### config.mk
export PLATFORM = sky130hd
export DESIGN_NAME = edo_dq_ctrl
export DESIGN_NICKNAME = d
export VERILOG_FILES = /design/src/rtl/edo_dq_ctrl.sv
export SDC_FILE = /design/constraint.sdc
export NUM_CORES = 1
export LEC_CHECK = 0
export CORE_MARGIN = 5
export CORE_UTILIZATION = 35
export DETAILED_ROUTE_END_ITERATION = 12
export PLACE_DENSITY = 0.54
export SLEW_MARGIN = 20
export SYNTH_ARGS = -nofsm -noshare
export SYNTH_HDL_FRONTEND = slang
export SYNTH_SLANG_ARGS = --single-unit
export TNS_END_PERCENT = 1
### constraint.sdc
create_clock -name clk -period 2.3 [get_ports clk]
set_input_delay 0.46 -clock clk [delete_from_list [all_inputs] [get_ports clk]]
set_output_delay 0.46 -clock clk [all_outputs]
set_load 0.05 [all_outputs]
### src/rtl/edo_dq_ctrl.sv
module edo_dq_ctrl #(
  parameter int DW = 4,
  parameter int AW = 3
) (
  input  logic            clk,
  input  logic            rst_n,
  input  logic            ras_n,
  input  logic            cas_n,
  input  logic            we_n,
  input  logic            oe_n,
  input  logic [AW-1:0]   addr,
  input  logic [DW-1:0]   din,
  output logic            dq_oe,
  output logic [DW-1:0]   dq_out,
  output logic            wr_commit,
  output logic [2*AW-1:0] wr_addr,
  output logic [DW-1:0]   wr_data
);
  localparam int MAW   = 2 * AW;
  localparam int DEPTH = 1 << MAW;
  localparam int P_RAS = 3;
  localparam int P_CAS = 2;
  localparam int P_WE  = 1;
  localparam int P_OE  = 0;

  logic [3:0]    s1, s2, pv;
  logic [AW-1:0] a1, a2;
  logic [DW-1:0] d1, d2;

  always_ff @(posedge clk or negedge rst_n) begin
    if (!rst_n) begin
      s1 <= '1; s2 <= '1; pv <= '1;
      a1 <= '0; a2 <= '0; d1 <= '0; d2 <= '0;
    end else begin
      s1 <= {ras_n, cas_n, we_n, oe_n};
      s2 <= s1;
      pv <= s2;
      a1 <= addr; a2 <= a1;
      d1 <= din;  d2 <= d1;
    end
  end

  logic [3:0] fall, rise, low;
  assign fall = pv & ~s2;
  assign rise = ~pv & s2;
  assign low  = ~s2;

  logic [DW-1:0]  mem [DEPTH];
  logic [AW-1:0]  row_q, row_n;
  logic           hold_q, hold_n;
  logic           rd_q, rd_n;
  logic           cbr_q, cbr_n;
  logic [DW-1:0]  dout_q, dout_n;
  logic           cmt_n;
  logic [MAW-1:0] wa_n;
  logic [DW-1:0]  wd_n;

  always_comb begin
    row_n  = row_q;
    hold_n = hold_q;
    rd_n   = rd_q;
    cbr_n  = cbr_q;
    dout_n = dout_q;
    cmt_n  = 1'b0;
    wa_n   = wr_addr;
    wd_n   = wr_data;

    if (rise[P_RAS]) cbr_n = 1'b0;
    if (fall[P_RAS]) begin
      if (low[P_CAS]) cbr_n = 1'b1;
      else            row_n = a2;
    end
    if (rise[P_CAS]) rd_n = 1'b0;
    if ((rise[P_RAS] || rise[P_CAS]) && !low[P_RAS] && !low[P_CAS])
      hold_n = 1'b0;
    if (rise[P_OE] && !low[P_CAS] && low[P_RAS])
      hold_n = 1'b0;
    if (fall[P_WE] && !low[P_CAS])
      hold_n = 1'b0;
    if (fall[P_WE] && low[P_CAS] && low[P_RAS] && rd_q && !low[P_OE]) begin
      cmt_n  = 1'b1;
      wa_n   = {row_q, wr_addr[AW-1:0]};
      wd_n   = d2;
      hold_n = 1'b0;
      rd_n   = 1'b0;
    end
    if (fall[P_CAS] && low[P_RAS] && !fall[P_RAS] && !cbr_q) begin
      if (low[P_WE]) begin
        cmt_n  = 1'b1;
        wa_n   = {row_q, a2};
        wd_n   = d2;
        hold_n = 1'b0;
        rd_n   = 1'b0;
      end else begin
        wa_n   = {row_q, a2};
        dout_n = mem[{row_q, a2}];
        hold_n = 1'b1;
        rd_n   = 1'b1;
      end
    end
  end

  always_ff @(posedge clk or negedge rst_n) begin
    if (!rst_n) begin
      row_q     <= '0;
      hold_q    <= 1'b0;
      rd_q      <= 1'b0;
      cbr_q     <= 1'b0;
      dout_q    <= '0;
      wr_commit <= 1'b0;
      wr_addr   <= '0;
      wr_data   <= '0;
    end else begin
      row_q     <= row_n;
      hold_q    <= hold_n;
      rd_q      <= rd_n;
      cbr_q     <= cbr_n;
      dout_q    <= dout_n;
      wr_commit <= cmt_n;
      wr_addr   <= wa_n;
      wr_data   <= wd_n;
    end
  end

  always_ff @(posedge clk or negedge rst_n) begin
    if (!rst_n) begin
      for (int i = 0; i < DEPTH; i++) mem[i] <= '0;
    end else if (cmt_n) begin
      mem[wa_n] <= wd_n;
    end
  end

  assign dq_oe  = hold_q & ~pv[P_OE];
  assign dq_out = dout_q;
endmodule

==> metrics.md <==
| Metric | Value |
|---|---|
| Reg2reg setup slack | `-0.07 ns` |
| Required time of the critical path | `2.70 ns` |
| Failing checks | `negative setup slack` |
| Hold Crit Depth | `0` |
| Final setup fails | `137` |
| Final net count | `1174` |
| Die X | `209 um` |
| Post-route setup TNS | `-2.10 ns` |
| Worst Tran Pin Value | `slightly above 0.5 ns` |
| CTS tree | `yes` |
| Fin crit share | `103%` |
| Syn Nets | `1047` |
| Sequential fraction of the synthesis area | `54.7%` |
| Layout Cells excl Fill | `~1700` |
| Clk sink count | `slightly above 300` |
| Worst R2R Start | `pv[3]` |
| Gr ovfl total | `0` |
| Placement Cell Area | `0.0158 mm^2` |
| Worst Setup Start Kind | `flop` |
| Setup crit end kind | `flop` |
| Total track usage | `16.6%` |
| VDD IR max | `0.000596 V` |
| Tmin final | `around 2.4 ns` |
| Top cell type's share of synthesized area | `52.5%` |
| Highest routed layer | `met5` |
| Crit path launch | `pv[3]` |
| Vias in the first global route | `about 9500` |
| PwrDens | `a little under 800 mW/mm^2` |
| # DRC | `0` |
| Max Cap Violations | `0` |
| Gate Count Post-Synth | `1034` |
| Bufs on Longest Clock Path | `3` |
| Clk_lat worst skew | `between 0.5 and 0.6 ns` |
| Final Max Slew Viols | `0` |
| DP Worst Slack | `-0.474 ns` |
| Synth Flop Type | `dfrtp_1` |
| Fmax | `423 MHz` |
| First-pass GRT wire length | `57200 um` |
| 1st-iter DRT viols | `571` |
| Number of port buffers | `28` |
| Most common cell after layout, fill and taps aside | `dfrtp_1` |
| Post-Syn Area | `0.0139 mm^2` |
| Worst Path Arrival | `2.77 ns` |
| Post-synth ARST share | `100%` |
| Mapped Avg Cell Area | `approximately 13 um^2` |
| Synth warn | `0` |
| CP Class | `reg2reg` |
| Vias | `8848` |
| Core area | `between 0.03 and 0.04 mm^2` |
| Largest net degree at the start of global routing | `67` |
| CTS root buffer | `clkbuf_16` |
| Die area | `0.0437 mm^2` |
| Io pins | `29` |
| RSZ-0062 raised after global routing | `yes` |
| Sequential standard cell area | `0.00760 mm^2` |
| Met3 routed WL | `1430 um` |
| P_leak | `8.31 nW` |
| Routed wire length | `35700 um` |
| Final setup margin | `-0.0668 ns` |
| Min Hold Slack | `0.346 ns` |
| Area delta synth->final | `24.8%` |
| Fill count | `between 3000 and 4000` |
| Share of layout cells above drive strength 1 | `about 46%` |
| Clock Pin Slew Worst Setup and Hold Paths | `about 0.060 ns` |
| TritonCTS Buffers | `35` |
| Row count | `73` |
| DR WL met2 | `16600 um` |
| Main area contributors after synthesis | `dfrtp_1 (52%), mux2_2 (21%), mux2i_1 (8.5%)` |
| Yosys cell types | `48` |
| Starting Density | `35.2%` |
| Final hold vios | `0` |
| HP Class | `reg2reg` |
| Maximum fanout along the worst path | `8` |
| Dominant cell type by area after synthesis | `dfrtp_1` |
| HPWL after DPL | `23900 um` |
| Gpl congestion | `0.829` |
| H-tree levels | `2` |
| Worst hold start | `a1[0]` |
| Post-DRT Antenna Nets | `0` |
| ANT cells | `0` |
| Met1 WL | `16900 um` |
| Number of flops mapped to enable cells by yosys | `0` |
| Register bit total from synthesis | `303` |
| Commonest cells after routing, fill and taps aside | `dfrtp_1 (290), mux2_2 (258), mux2i_1 (115)` |
| Drt wl/cell | `20.9 um` |
| Drt via density | `5.17` |
| Status | `finished with violations` |
| Multi-input gate area | `approximately 0.0063 mm^2` |
| FF-to-FF End | `mem[60]` |
| Hold EP | `a2[0]` |
| Reg2reg path depth | `9` |
| Initial antenna violation count | `1` |
| Placed cells | `roughly 1600` |
| Slew headroom | `65.9%` |
| Pre-Repair DR Iteration Count | `5` |
| Skew final | `0.0122 ns` |
| Chip Height | `around 210 um` |
| Final instance area | `0.0173 mm^2` |
## cell families (layout without fill, tap and decap cells)
group / Yosys count / count (layout) / share of synthesized area (%)
AOI/OAI and AO/OA: 101 / 101 / 5.12
buffers and inverters: 73 / 224 / 2.42
DFF: 303 / 303 / 54.7
muxes: 396 / 396 / 31.7
and+or+nand+nor: 161 / 161 / 6.03
## per-layer routing
| metal | global-route usage, % | vias to the layer above |
|---|---|---|
| met5 | 0 | - |
| met4 | 4.59 | 2 |
| met3 | 2.52 | 59 |
| met2 | 26.1 | 162 |
| met1 | 24.1 | 4614 |
| li1 | - | 4011 |
## per-stage QoR
stage | utilization [%] | power, mW
after floorplan | - | 7.01
after global placement | 40.0 | 8.19
after detailed placement | 40.0 | 8.19
after CTS | 43.4 | 13.8
after global routing | 43.9 | 14.3
final | 43.9 | 13.7
## cell type report
class,count,share of cell area [%]
flip-flops and latches,303,43.9
multi-input cells,658,36.3
clock buffers,50,6.03
clock inverters,11,0.491
inverters,3,0.0650
repair buffers,160,9.48
well taps,525,3.79
## critical path, stage by stage, from the launching register on
cell and delay, ns:
dfstp_2 0.38, nor4_4 0.35, buf_4 0.21, nand3b_1 0.13
o31ai_4 0.09, buf_6 0.16, nand3_2 0.09, buf_12 0.19
and2b_2 0.28, mux2_2 0.35
## synthesized netlist by cell type, types with 10 or more instances
library cell and instances:
a21oi_1 13, dfstp_2 12, clkbuf_1 25, nand3_1 13
dfrtp_1 291, buf_2 39, nor2b_1 10, mux2i_1 118
nor2_1 34, o21ai_0 14, nand2_1 54, a22oi_1 56
mux2_2 261
## state kept, by name, indices dropped and copies added (netlist names), 3 cells and up
register,cells
mem,256
wr_addr,6
d1,4
d2,4
dq_out,4
pv,4
s1,4
s2,4
wr_data,4
a1,3
a2,3
row_q,3
## how the worst max path moves through the flow
stage	slack, ns	endpoint	cells past startpoint
after CTS	-0.06	wr_addr[0]	1
after detailed placement	-0.47	mem[232]	8
after global routing	-0.14	mem[226]	7
after floorplan	-0.07	mem[224]	7
final	-0.07	mem[60]	9
after global placement	-0.47	mem[235]	8
## timing repair
action,in CTS,in global routing
buffers inserted,2,3
endpoints found under the setup margin,267,261
gates resized for setup,64,52
pin swaps,4,3
cloned,0,0
hold endpoints to repair,45,0
hold buffers,1,0
## power by group
part	switching, mW	internal [mW]
logic	1.63	0.896
registers	0.208	5.51
clock network	2.20	3.27
No activity file was read; power rests on OpenSTA's default activity.
